**config.mk**
```make
export PLATFORM = sky130hd
export DESIGN_NAME = serial_rx_fifo
export DESIGN_NICKNAME = d
export VERILOG_FILES = /design/src/rtl/srx_pkg.sv /design/src/rtl/srx_sync.sv /design/src/rtl/srx_framer.sv /design/src/rtl/srx_store.sv /design/src/rtl/serial_rx_fifo.sv
export SDC_FILE = /design/constraint.sdc
export NUM_CORES = 1
export LEC_CHECK = 0
export BUFFER_PORTS_ARGS = -buffer_cell sky130_fd_sc_hd__buf_2
export CORE_UTILIZATION = 53
export DETAILED_ROUTE_END_ITERATION = 8
export GPL_TIMING_DRIVEN = 0
export PLACE_DENSITY = 0.73
export SYNTH_ARGS = -nofsm -noshare
export SYNTH_HDL_FRONTEND = slang
export SYNTH_SLANG_ARGS = --single-unit
```
**constraint.sdc**
```tcl
create_clock -name clk -period 3 [get_ports clk]
set_input_delay 0.75 -clock clk [delete_from_list [all_inputs] [get_ports clk]]
set_output_delay 0.75 -clock clk [all_outputs]
set_load 0.02 [all_outputs]
```
**src/rtl/srx_pkg.sv**
```systemverilog
package srx_pkg;

  typedef struct packed {
    logic       brk;
    logic       ferr;
    logic       perr;
    logic [7:0] data;
  } rx_entry_t;

  localparam int ENTRY_W = $bits(rx_entry_t);

  typedef enum logic [2:0] {
    S_IDLE,
    S_START,
    S_DATA,
    S_PAR,
    S_STOP,
    S_WAITHI
  } rx_state_e;

endpackage

```
**src/rtl/srx_sync.sv**
```systemverilog
module srx_sync #(
  parameter int STAGES = 2
) (
  input  logic clk,
  input  logic rst_n,
  input  logic d_async,
  output logic q_sync
);
  logic [STAGES-1:0] chain_q;

  always_ff @(posedge clk or negedge rst_n) begin
    if (!rst_n) chain_q <= '1;
    else        chain_q <= {chain_q[STAGES-2:0], d_async};
  end

  assign q_sync = chain_q[STAGES-1];
endmodule

```
**src/rtl/srx_framer.sv**
```systemverilog
module srx_framer
  import srx_pkg::*;
#(
  parameter int OSR = 16
) (
  input  logic      clk,
  input  logic      rst_n,
  input  logic      rx_s,
  input  logic      tick,
  input  logic [1:0] char_bits,
  input  logic      parity_en,
  input  logic      parity_odd,
  output logic      done,
  output rx_entry_t char_out
);
  localparam int TW   = $clog2(OSR);
  localparam int HALF = OSR / 2;

  rx_state_e     st;
  logic [TW-1:0] tcnt;
  logic [2:0]    bidx;
  logic [3:0]    len_q;
  logic          pen_q, podd_q, pbit_q, any_one;
  logic [7:0]    shreg;
  logic          done_q;
  rx_entry_t     out_q;
  logic [3:0]    nbits;
  logic          par_bad;

  assign nbits   = 4'd5 + {2'b00, char_bits};
  assign par_bad = pen_q & (^shreg ^ pbit_q ^ podd_q);

  always_ff @(posedge clk or negedge rst_n) begin
    if (!rst_n) begin
      st      <= S_IDLE;
      tcnt    <= '0;
      bidx    <= '0;
      len_q   <= 4'd8;
      pen_q   <= 1'b0;
      podd_q  <= 1'b0;
      pbit_q  <= 1'b0;
      any_one <= 1'b0;
      shreg   <= '0;
      done_q  <= 1'b0;
      out_q   <= '0;
    end else begin
      done_q <= 1'b0;
      unique case (st)
        S_IDLE: begin
          if (tick && !rx_s) begin
            st   <= S_START;
            tcnt <= '0;
          end
        end
        S_START: begin
          if (tick) begin
            if (tcnt == TW'(HALF - 1)) begin
              if (rx_s) begin
                st <= S_IDLE;
              end else begin
                st      <= S_DATA;
                tcnt    <= '0;
                bidx    <= '0;
                shreg   <= '0;
                any_one <= 1'b0;
                pbit_q  <= 1'b0;
                len_q   <= nbits;
                pen_q   <= parity_en;
                podd_q  <= parity_odd;
              end
            end else begin
              tcnt <= tcnt + 1'b1;
            end
          end
        end
        S_DATA: begin
          if (tick) begin
            if (tcnt == TW'(OSR - 1)) begin
              tcnt        <= '0;
              shreg[bidx] <= rx_s;
              if (rx_s) any_one <= 1'b1;
              if ({1'b0, bidx} == len_q - 4'd1) st <= pen_q ? S_PAR : S_STOP;
              else                               bidx <= bidx + 1'b1;
            end else begin
              tcnt <= tcnt + 1'b1;
            end
          end
        end
        S_PAR: begin
          if (tick) begin
            if (tcnt == TW'(OSR - 1)) begin
              tcnt   <= '0;
              pbit_q <= rx_s;
              if (rx_s) any_one <= 1'b1;
              st     <= S_STOP;
            end else begin
              tcnt <= tcnt + 1'b1;
            end
          end
        end
        S_STOP: begin
          if (tick) begin
            if (tcnt == TW'(OSR - 1)) begin
              tcnt   <= '0;
              done_q <= 1'b1;
              if (rx_s) begin
                out_q <= '{brk: 1'b0, ferr: 1'b0, perr: par_bad, data: shreg};
                st    <= S_IDLE;
              end else if (!any_one) begin
                out_q <= '{brk: 1'b1, ferr: 1'b1, perr: 1'b0, data: 8'h00};
                st    <= S_WAITHI;
              end else begin
                out_q <= '{brk: 1'b0, ferr: 1'b1, perr: par_bad, data: shreg};
                st    <= S_WAITHI;
              end
            end else begin
              tcnt <= tcnt + 1'b1;
            end
          end
        end
        S_WAITHI: begin
          if (rx_s) st <= S_IDLE;
        end
        default: st <= S_IDLE;
      endcase
    end
  end

  assign done     = done_q;
  assign char_out = out_q;
endmodule

```
**src/rtl/srx_store.sv**
```systemverilog
module srx_store #(
  parameter int WIDTH = 11,
  parameter int DEPTH = 16,
  parameter int CW    = $clog2(DEPTH + 1)
) (
  input  logic             clk,
  input  logic             rst_n,
  input  logic             flush,
  input  logic [CW-1:0]    cap,
  input  logic             push,
  input  logic [WIDTH-1:0] wdata,
  input  logic             pop,
  output logic [WIDTH-1:0] head,
  output logic [CW-1:0]    count,
  output logic             full
);
  localparam int AW = (DEPTH > 1) ? $clog2(DEPTH) : 1;

  logic [WIDTH-1:0] mem [DEPTH];
  logic [AW-1:0]    wr_ptr, rd_ptr;
  logic [CW-1:0]    cnt_q;
  logic             push_ok, pop_ok;

  assign full    = (cnt_q >= cap);
  assign pop_ok  = pop && (cnt_q != '0);
  assign push_ok = push && (!full || pop_ok);

  function automatic logic [AW-1:0] nxt(input logic [AW-1:0] p);
    if (p == AW'(DEPTH - 1)) return '0;
    return p + 1'b1;
  endfunction

  always_ff @(posedge clk) begin
    if (push_ok && !flush) mem[wr_ptr] <= wdata;
  end

  always_ff @(posedge clk or negedge rst_n) begin
    if (!rst_n) begin
      wr_ptr <= '0;
      rd_ptr <= '0;
      cnt_q  <= '0;
    end else if (flush) begin
      wr_ptr <= '0;
      rd_ptr <= '0;
      cnt_q  <= '0;
    end else begin
      if (push_ok) wr_ptr <= nxt(wr_ptr);
      if (pop_ok)  rd_ptr <= nxt(rd_ptr);
      unique case ({push_ok, pop_ok})
        2'b10:   cnt_q <= cnt_q + 1'b1;
        2'b01:   cnt_q <= cnt_q - 1'b1;
        default: cnt_q <= cnt_q;
      endcase
    end
  end

  assign head  = mem[rd_ptr];
  assign count = cnt_q;
endmodule

```
**src/rtl/serial_rx_fifo.sv**
```systemverilog
module serial_rx_fifo
  import srx_pkg::*;
#(
  parameter int OSR     = 16,
  parameter int DEPTH   = 16,
  parameter int RX_TRIG = 8
) (
  input  logic       clk,
  input  logic       rst_n,
  input  logic       rx_line,
  input  logic       tick16,
  input  logic [1:0] char_bits,
  input  logic       parity_en,
  input  logic       parity_odd,
  input  logic       fifo_mode,
  input  logic       rd_ready,
  output logic       rd_valid,
  output logic [7:0] rd_data,
  output logic       rd_perr,
  output logic       rd_ferr,
  output logic       rd_brk,
  output logic       overrun,
  output logic       rx_req
);
  localparam int CW = $clog2(DEPTH + 1);

  logic          rx_s;
  logic          s_done;
  rx_entry_t     s_char;
  rx_entry_t     head;
  logic [CW-1:0] st_count;
  logic [CW-1:0] cap;
  logic          st_full;
  logic          mode_q;
  logic          flush_req;
  logic          pop;
  logic          ovr_q;

  srx_sync #(.STAGES(2)) u_sync (
    .clk    (clk),
    .rst_n  (rst_n),
    .d_async(rx_line),
    .q_sync (rx_s)
  );

  srx_framer #(.OSR(OSR)) u_framer (
    .clk       (clk),
    .rst_n     (rst_n),
    .rx_s      (rx_s),
    .tick      (tick16),
    .char_bits (char_bits),
    .parity_en (parity_en),
    .parity_odd(parity_odd),
    .done      (s_done),
    .char_out  (s_char)
  );

  always_ff @(posedge clk or negedge rst_n) begin
    if (!rst_n) mode_q <= 1'b0;
    else        mode_q <= fifo_mode;
  end

  assign flush_req = (fifo_mode != mode_q);
  assign cap       = fifo_mode ? CW'(DEPTH) : CW'(1);
  assign pop       = rd_valid && rd_ready;

  srx_store #(.WIDTH(ENTRY_W), .DEPTH(DEPTH), .CW(CW)) u_store (
    .clk   (clk),
    .rst_n (rst_n),
    .flush (flush_req),
    .cap   (cap),
    .push  (s_done),
    .wdata (s_char),
    .pop   (pop),
    .head  (head),
    .count (st_count),
    .full  (st_full)
  );

  always_ff @(posedge clk or negedge rst_n) begin
    if (!rst_n) ovr_q <= 1'b0;
    else        ovr_q <= s_done && st_full && !pop && !flush_req;
  end

  assign rd_valid = (st_count != '0);
  assign rd_data  = head.data;
  assign rd_perr  = head.perr;
  assign rd_ferr  = head.ferr;
  assign rd_brk   = head.brk;
  assign overrun  = ovr_q;
  assign rx_req   = fifo_mode ? (st_count >= CW'(RX_TRIG)) : rd_valid;
endmodule

```
==> results of run 1 <==
## critical path: stages (launching register included)
cell and delay (ns):
dfrtp_2 0.43, buf_12 0.16, buf_12 0.14, mux4_2 0.55
mux4_2 0.50, buf_6 0.15
## per-layer routing
metal / global-route usage / vias up / part of all wire
met5: 0 / - / 0
met4: 0.0520 / 0 / 0.017
met3: 0.0263 / 29 / 0.047
met2: 0.360 / 186 / 0.50
met1: 0.298 / 2874 / 0.43
li1: - / 2447 / -
## kinds of logic after synthesis
group	count (synthesis)
XOR/XNOR	18
buffers and inverters	51
flip-flops	231
adder cells (fa/ha/maj)	15
AND/OR/NAND/NOR	113
AO/OA/AOI/OAI	99
multiplexers	60
## cell type report
| cell class | instances | area [um^2] | share of cell area |
|---|---|---|---|
| repair buffers | 34 | 364 | 0.0321 |
| plain buffers | 29 | 213 | 0.0187 |
| well taps | 229 | 287 | 0.0252 |
| flip-flops and latches | 231 | 6670 | 0.587 |
| clock inverters | 11 | 72.6 | 0.00639 |
| multi-input cells | 305 | 3030 | 0.267 |
| inverters | 22 | 82.6 | 0.00728 |
| clock buffers | 32 | 631 | 0.0556 |
## stage by stage
step,power (mW),hold slack [ns],utilization,setup WS (ns)
floorplan,4.98,0.345,-,0.267
global placement,5.32,0.350,0.568,-0.503
detailed placement,5.40,0.348,0.568,-0.665
CTS,8.21,0.322,0.615,-0.224
global route,8.59,0.324,0.627,-0.267
finish,8.24,0.280,0.627,-0.213
## what timing repair did
item / CTS / global route
setup endpoints to repair: 186 / 187
pin swaps: 0 / 8
buffers inserted: 3 / 6
resized for setup: 46 / 21
cloned: 1 / 1
## path summary, 6_finish.rpt
| check | slack [ns] | end | startpoint |
|---|---|---|---|
| setup / recovery | -0.21 | rd_perr | u_store.rd_ptr[0] |
| hold / removal | 0.28 | u_framer.tcnt[1] | rst_n |
| setup reg to reg | 0.16 | u_store.mem[12][3] | u_store.count[0] |
| hold reg to reg | 0.36 | u_sync.chain_q[1] | u_sync.chain_q[0] |
| max in group asynchronous | 2.18 | u_store.rd_ptr[0] | rst_n |
| min in group clk | 0.34 | u_sync.chain_q[0] | rx_line |
## flip-flops by register name, summed over array words and instances (netlist names)
register,flops
mode_q,1
u_framer.char_out,11
u_store.mem,176
u_framer.st,3
u_framer.done,1
u_framer.len_q,4
u_framer.pen_q,1
u_framer.pbit_q,1
overrun,1
u_framer.any_one,1
u_framer.shreg,8
u_framer.tcnt,4
u_store.rd_ptr,4
u_framer.podd_q,1
u_store.wr_ptr,4
u_framer.bidx,3
u_store.count,5
u_sync.chain_q,2
## report_power, final
group | total [mW] | internal [mW] | switching [mW]
Sequential | 3.60 | 3.50 | 0.100
Combinational | 1.98 | 0.920 | 1.06
Clock | 2.66 | 1.48 | 1.17
## cells in the final DEF, fill, tap and decap left out, types with 17 or more instances in the layout
cell type and instances:
clkbuf_1 18, inv_1 19, edfxtp_1 176, nor2_1 19
clkbuf_16 25, dfrtp_1 51, mux4_2 54, nand2_1 21
buf_2 21, o21ai_1 17
==> results.toml, run 1 <==
[run_status]
status = "finished with violations"
violations = "DRC, setup timing"

[sta]
period_share = 1.07
finalSetupViolations = 11
tightest_slew_ns = 0.904
slew_violations = 0
fin_tns_setup_ns = -2.01
worst_slack_ns = -0.213
finClkSkew_ns = 0.0236
hold_viol = 0
period_needed_ns = 3.21
grt_setup_unrepaired = "true"
max_clock_freq_ghz = 0.311
relSlewSlack = 0.393

[cells_and_area]
design_area_um2 = 11300
fin_cells = 893
final.fill_count = 1229
diodes = 0
drive_gt1_frac = 0.253
nets = 672
synthToLayoutAreaGrowth_pct = 15.1

[floorplan]
core_um2 = 18100
die_h_um = 138
ios = 24
die_area_um2 = 19200
num_rows = 49
start_util = 0.545
dieWidth_um = 138

[critical_path]
critPathCaptureType = "primary output"
crit_arrival_ns = 2.46
crit_type = "reg2out"
start_kind = "flop"
critPathMaxFanout = 6
required_ns = 2.25
rr_worst_depth = 8

[routing]
drtAntennaViolNets = 0
drt-total-wl_um = 19800
drc_errors = 4
wl_per_cell_um = 22.2
avgViaCountPerCell = 6.20
drtIter0Drc = 477
routed-via-count = 5536
dr.pass1.iters = 9

[placed_design]
place_hpwl_um = 12900
portBuffers = 23
dp.cells = 839
gp_congestion = 0.928
placed_area_um2 = 10300

[global_routing]
grt_max_degree = 56
grt_pass1_wl_um = 31400
first_global_vias = 5576
antenna_found_initial = 0
grt_overflow = 0
groute.usage.overall = 0.213

[synthesis]
yosys_most_used_dff = "edfxtp_1"
async_reset_ff_frac = 0.238
yosysMostFrequentCell = "edfxtp_1"
synth_top_area_frac = 0.536
synth_top_family_by_area = "multiplexers"
synthTopCellsByCount = "edfxtp_1 (176), dfrtp_1 (52), mux4_2 (45)"
yosys.area_share.simple = 0.0593
synth.distinct_cells = 63
synth-edff-count = 176
synth-warning-count = 0
yosys-mux-area-fraction = 0.135
ys_ff_latch = 231
syn-num-nets = 612
synth_compound_area_frac = 0.0673
synth_xor_area_frac = 0.0160
yosysTopAreaCell = "edfxtp_1"
ys_seq_area_frac = 0.676
syn_area_um2 = 9860
yosys-top-cells-area = "edfxtp_1 (54%), dfrtp_1 (13%), mux4_2 (10%)"
synth_cells = 587
synth_fa_ha_area_frac = 0.0198
syn_area_per_cell_um2 = 16.8

[clocking]
clock_path_buffers = 3
htree_levels = 1
cts_tree = "yes"
clk_pin_slew_ns = 0.06
cts_sinks = 231
cts_made_buffers = 24
cts_hold_buf = 0
root_buffer = "clkbuf_16"
clock_latency_ns = 0.52

[flow_run]
max_cap_viol_count = 0

[power]
max-vdd-ir-drop_mv = 0.432
p_leak_nw = 3.86
power.density_nw_per_um2 = 726

[worst_hold_path]
hold_path_class = "in2async"
Note: power is estimated with default switching activity, not from simulation.
==> inputs of run 2 (changes only) <==
--- a/config.mk
+++ b/config.mk
@@ -5,11 +5,12 @@
 export SDC_FILE = /design/constraint.sdc
 export NUM_CORES = 1
 export LEC_CHECK = 0
-export BUFFER_PORTS_ARGS = -buffer_cell sky130_fd_sc_hd__buf_2
 export CORE_UTILIZATION = 53
 export DETAILED_ROUTE_END_ITERATION = 8
+export DONT_BUFFER_PORTS = 1
 export GPL_TIMING_DRIVEN = 0
-export PLACE_DENSITY = 0.73
+export PLACE_DENSITY = 0.72
+export SKIP_LAST_GASP = 1
 export SYNTH_ARGS = -nofsm -noshare
 export SYNTH_HDL_FRONTEND = slang
 export SYNTH_SLANG_ARGS = --single-unit
==> results.toml, run 2 (synthesis gave the netlist of run 1 again) <==
[run_status]
status = "finished with violations"
violations = "DRC, setup timing"

[cells_and_area]
diodes = 0
multi_input_area_um2 = 3000
nets = 654
drive_gt1_frac = 0.236
synthToLayoutAreaGrowth_pct = 14.5
layout_commonest_cell = "edfxtp_1"
regMostFlops = "u_store.mem"
mostFrequentLayoutCells = "edfxtp_1 (176), mux4_2 (55), dfrtp_1 (51), clkbuf_16 (24), nand2_1 (21)"
largest_reg_flops = 176
seq_area_um2 = 6670
final.fill_count = 1208

[critical_path]
critPathMaxFanout = 5
reg2reg_to = "u_store.mem[7][7]"
r2r_slack_ns = -0.08
required_ns = 2.25
start_kind = "flop"
reg2reg_from = "u_store.count[0]"
path_common_cell = "mux4_2"
cpMaxStageDelayCell = "mux4_2"
cpPeakStageDelay_ns = 0.59
crit_end = "rd_data[1]"
crit_chain = "buf_6 > buf_12 > mux4_2 > mux4_2"
cp.depth = 4
critPathLaunch = "u_store.rd_ptr[0]"
crit_family = "multiplexers"
critPathCaptureType = "primary output"
crit_arrival_ns = 2.39
rr_worst_depth = 8
crit_type = "reg2out"
path_buf_inv = 2

[floorplan]
dieWidth_um = 138
num_rows = 49
die_h_um = 138
start_util = 0.545
ios = 24
core_um2 = 18100
die_area_um2 = 19200

[global_routing]
grt_overflow = 0
groute.usage.overall = 0.223
grt_pass1_wl_um = 32100
antenna_found_initial = 0
first_global_vias = 5559
grt_max_degree = 53

[placed_design]
place_hpwl_um = 12900
gp_congestion = 0.926
portBuffers = 0
dp_slack_ns = -0.463

[sta]
relSlewSlack = 0.395
period_share = 1.05
hold_viol = 0
period_needed_ns = 3.14
worst_slack_ns = -0.138
tightest_slew_ns = 0.901
max_clock_freq_ghz = 0.319
slew_violations = 0
finClkSkew_ns = 0.0189
finalSetupViolations = 40
grt_setup_unrepaired = "true"

[clocking]
htree_levels = 1
root_buffer = "clkbuf_16"
clk_pin_slew_ns = 0.06
clock_path_buffers = 3
cts_sinks = 231
clock_latency_ns = 0.52
cts_tree = "yes"
cts_made_buffers = 24

[power]
power.density_nw_per_um2 = 755
p_leak_nw = 3.84
max-vdd-ir-drop_mv = 0.478
fin_total_pwr_mw = 8.53

[routing]
wl_per_cell_um = 24.1
drtIter0Drc = 500
drtAntennaViolNets = 0
drc_errors = 6
avgViaCountPerCell = 6.28
routed-via-count = 5488
drt-total-wl_um = 21100
dr.pass1.iters = 7

[flow_run]
max_cap_viol_count = 0

[worst_hold_path]
hold_path_class = "in2async"
## run 2: cell types whose count changed in the layout (fill, tap and decap cells not counted), moves of 2 or more
cell / before / now
buf_12: 9 / 11
buf_2: 21 / 7
buf_6: 10 / 4
bufinv_16: 0 / 3
clkbuf_1: 18 / 15
clkinvlp_4: 4 / 1
nor2_2: 0 / 5
nor2_4: 12 / 7
## run 2: worst min-delay path by stage
stage	start	to	slack, ns	depth (start not counted)
6_report	rst_n	u_framer.len_q[3]	0.08	0
5_1_grt	rst_n	u_sync.chain_q[1]	0.06	0
4_1_cts	rst_n	u_sync.chain_q[0]	0.06	0
3_5_place_dp	u_sync.chain_q[0]	u_sync.chain_q[1]	0.35	0
3_3_place_gp	u_sync.chain_q[0]	u_sync.chain_q[1]	0.35	0
2_1_floorplan	u_sync.chain_q[0]	u_sync.chain_q[1]	0.35	0
## run 2: layout make-up
| class | instances | share of cell area |
|---|---|---|
| Inverter | 22 | 0.00731 |
| Tap cell | 229 | 0.0254 |
| Sequential cell | 231 | 0.590 |
| Timing Repair Buffer | 16 | 0.0218 |
| Clock buffer | 30 | 0.0561 |
| Buffer | 29 | 0.0202 |
| Multi-Input combinational cell | 305 | 0.266 |
| Clock inverter | 12 | 0.0129 |
## run 2: stage by stage
| step | cells | hold WS, ns | util | instance area, um^2 | TNS (ns) |
|---|---|---|---|---|---|
| after detailed placement | 816 | 0.347 | 0.562 | 10200 | -66.82 |
| after global routing | 874 | 0.0554 | 0.624 | 11300 | -15.64 |
| after floorplan | 587 | 0.345 | - | 9880 | 0 |
| after global placement | 816 | 0.351 | 0.562 | 10200 | -48.20 |
| after CTS | 870 | 0.0602 | 0.618 | 11200 | -15.19 |
| final | 874 | 0.0784 | 0.624 | 11300 | -2.50 |
## run 2: worst register-to-register path, stage by stage, from the launching register on
cell and delay (ns):
dfrtp_1 0.43, inv_1 0.17, ha_1 0.26, inv_1 0.06, a31oi_1 0.13, o21ai_2 0.22
buf_2 0.24, nand4_1 0.46, nor2_2 0.73
## run 2: routing by layer
| metal | GRT usage | share of wire | vias up |
|---|---|---|---|
| li1 | - | - | 2404 |
| met1 | 0.300 | 0.41 | 2838 |
| met2 | 0.371 | 0.51 | 220 |
| met3 | 0.0443 | 0.064 | 26 |
| met4 | 0.0645 | 0.016 | 0 |
| met5 | 0 | 0 | - |
## run 2: power breakdown
| group | internal, mW | switching (mW) | total, mW |
|---|---|---|---|
| Combinational | 0.918 | 1.07 | 1.99 |
| Sequential | 3.50 | 0.101 | 3.60 |
| Clock | 1.75 | 1.19 | 2.94 |
| Total | 6.17 | 2.36 | 8.53 |
## run 2: what timing repair did
action	in CTS	in global routing
hold endpoints to repair	52	0
gates resized for setup	37	16
setup buffers	8	6
endpoints found under the setup margin	187	187
hold buffers	1	0
cloned	3	0
pin swaps	0	5
==> inputs of run 3 (changes only) <==
--- a/config.mk
+++ b/config.mk
@@ -9,6 +9,7 @@
 export DETAILED_ROUTE_END_ITERATION = 8
 export DONT_BUFFER_PORTS = 1
 export GPL_TIMING_DRIVEN = 0
+export MAX_ROUTING_LAYER = met4
 export PLACE_DENSITY = 0.72
 export SKIP_LAST_GASP = 1
 export SYNTH_ARGS = -nofsm -noshare
==> results.toml, run 3 (synthesis gave the netlist of run 1 again) <==
[placed_design]
place_hpwl_um = 12900
dp_slack_ns = -0.463
portBuffers = 0
gp_congestion = 0.942
placed_area_um2 = 10200

[clocking]
clock_latency_ns = 0.52
clock_path_buffers = 3
htree_levels = 1
cts_made_buffers = 24
root_buffer = "clkbuf_16"
cts_tree = "yes"
clk_pin_slew_ns = 0.06
cts_sinks = 231

[critical_path]
crit_type = "reg2out"
path_buf_inv = 2
critPathCaptureType = "primary output"
reg2reg_from = "u_store.count[0]"
required_ns = 2.25
crit_chain = "buf_12 > buf_12 > mux4_2 > mux4_2"
critPathMaxFanout = 8
crit_family = "multiplexers"
crit_arrival_ns = 2.38
critPathLaunch = "u_store.rd_ptr[0]"
cpPeakStageDelay_ns = 0.57
start_kind = "flop"
cpMaxStageDelayCell = "mux4_2"

[cells_and_area]
nets = 655
final_core_util = 0.625
synthToLayoutAreaGrowth_pct = 14.6
design_area_um2 = 11300
regMostFlops = "u_store.mem"
largest_reg_flops = 176
mostFrequentLayoutCells = "edfxtp_1 (176), mux4_2 (55), dfrtp_1 (51), clkbuf_16 (24), nand2_1 (21)"
diodes = 0
layout_commonest_cell = "edfxtp_1"
drive_gt1_frac = 0.237

[sta]
finClkSkew_ns = 0.0186
holdWs_ns = 0.0771
worst_slack_ns = -0.134
tightest_slew_ns = 0.930
finalSetupViolations = 55
grt_setup_unrepaired = "true"
hold_viol = 0
fin_tns_setup_ns = -3.12
max_clock_freq_ghz = 0.319
relSlewSlack = 0.375
period_needed_ns = 3.13
slew_violations = 0
period_share = 1.04

[routing]
routed-via-count = 5566
drc_errors = 6
drt-total-wl_um = 21300
drtIter0Drc = 470
dr.pass1.iters = 7
drtAntennaViolNets = 0
avgViaCountPerCell = 6.36
wl_per_cell_um = 24.3

[global_routing]
antenna_found_initial = 0
first_global_vias = 5554
grt_pass1_wl_um = 32100
groute.usage.overall = 0.230
grt_max_degree = 53
grt_overflow = 0

[floorplan]
core_um2 = 18100
die_h_um = 138
start_util = 0.545
dieWidth_um = 138
num_rows = 49
ios = 24
die_area_um2 = 19200

[flow_run]
max_cap_viol_count = 0

[power]
p_switching_mw = 2.37
p_sw_frac = 0.277
max-vdd-ir-drop_mv = 0.481
clkPwrFrac = 0.344
power.density_nw_per_um2 = 756
p_leak_nw = 3.85
internal_power_mw = 6.17
power_frac_comb = 0.234
seqPwrFrac = 0.422

[run_status]
status = "finished with violations"
violations = "DRC, setup timing"

[worst_hold_path]
hold_path_class = "in2async"
## run 3: power by group through the flow
stage               clock network, mW  registers, mW  logic, mW
floorplan                           0           3.63       1.35
global placement                    0           3.65       1.60
detailed placement                  0           3.66       1.68
CTS                              2.97           3.59       2.05
global route                     3.10           3.61       2.17
finish                           2.94           3.60       2.00
## run 3: final timing paths
kind	endpoint	slack, ns	cells after the start
min in group clk	u_sync.chain_q[0]	0.24	0
min	u_framer.len_q[3]	0.08	0
max in group asynchronous	u_framer.shreg[6]	2.67	1
max reg2reg	u_store.mem[7][7]	-0.10	8
min reg2reg	u_sync.chain_q[1]	0.36	0
max	rd_data[6]	-0.13	4
## run 3: area by class of cell
type,count,area (um^2)
well taps,229,287
inverters,22,82.6
fillers,1216,6780
repair buffers,17,267
multi-input cells,305,2990
flip-flops and latches,231,6670
clock inverters,12,145
plain buffers,29,228
clock buffers,30,633
## run 3: metal layers
layer	vias up	GRT usage	routed length, um
met5	-	-	0
met2	267	0.369	10700
met1	2847	0.301	8320
met3	35	0.0464	1690
li1	2417	-	-
met4	0	0.0645	524
## run 3: repair_timing
action	in CTS	in global routing
hold endpoints to repair	52	0
gates cloned	3	0
endpoints found under the setup margin	187	187
setup buffers	8	7
gates resized for setup	37	14
hold buffers	1	0
pin swaps	0	5
## run 3: metrics by stage
stage               power, mW  cells
floorplan                4.98    587
global placement         5.25    816
detailed placement       5.33    816
CTS                      8.62    870
global route             8.89    875
finish                   8.54    875
## run 3: worst reg2reg max path, cell delays in order, from the launching register on
cell and delay, ns:
dfrtp_1 0.43, inv_1 0.18, ha_1 0.26, inv_1 0.06, a31oi_1 0.13, o21ai_2 0.22, buf_2 0.25, nand4_1 0.46
nor2_2 0.74
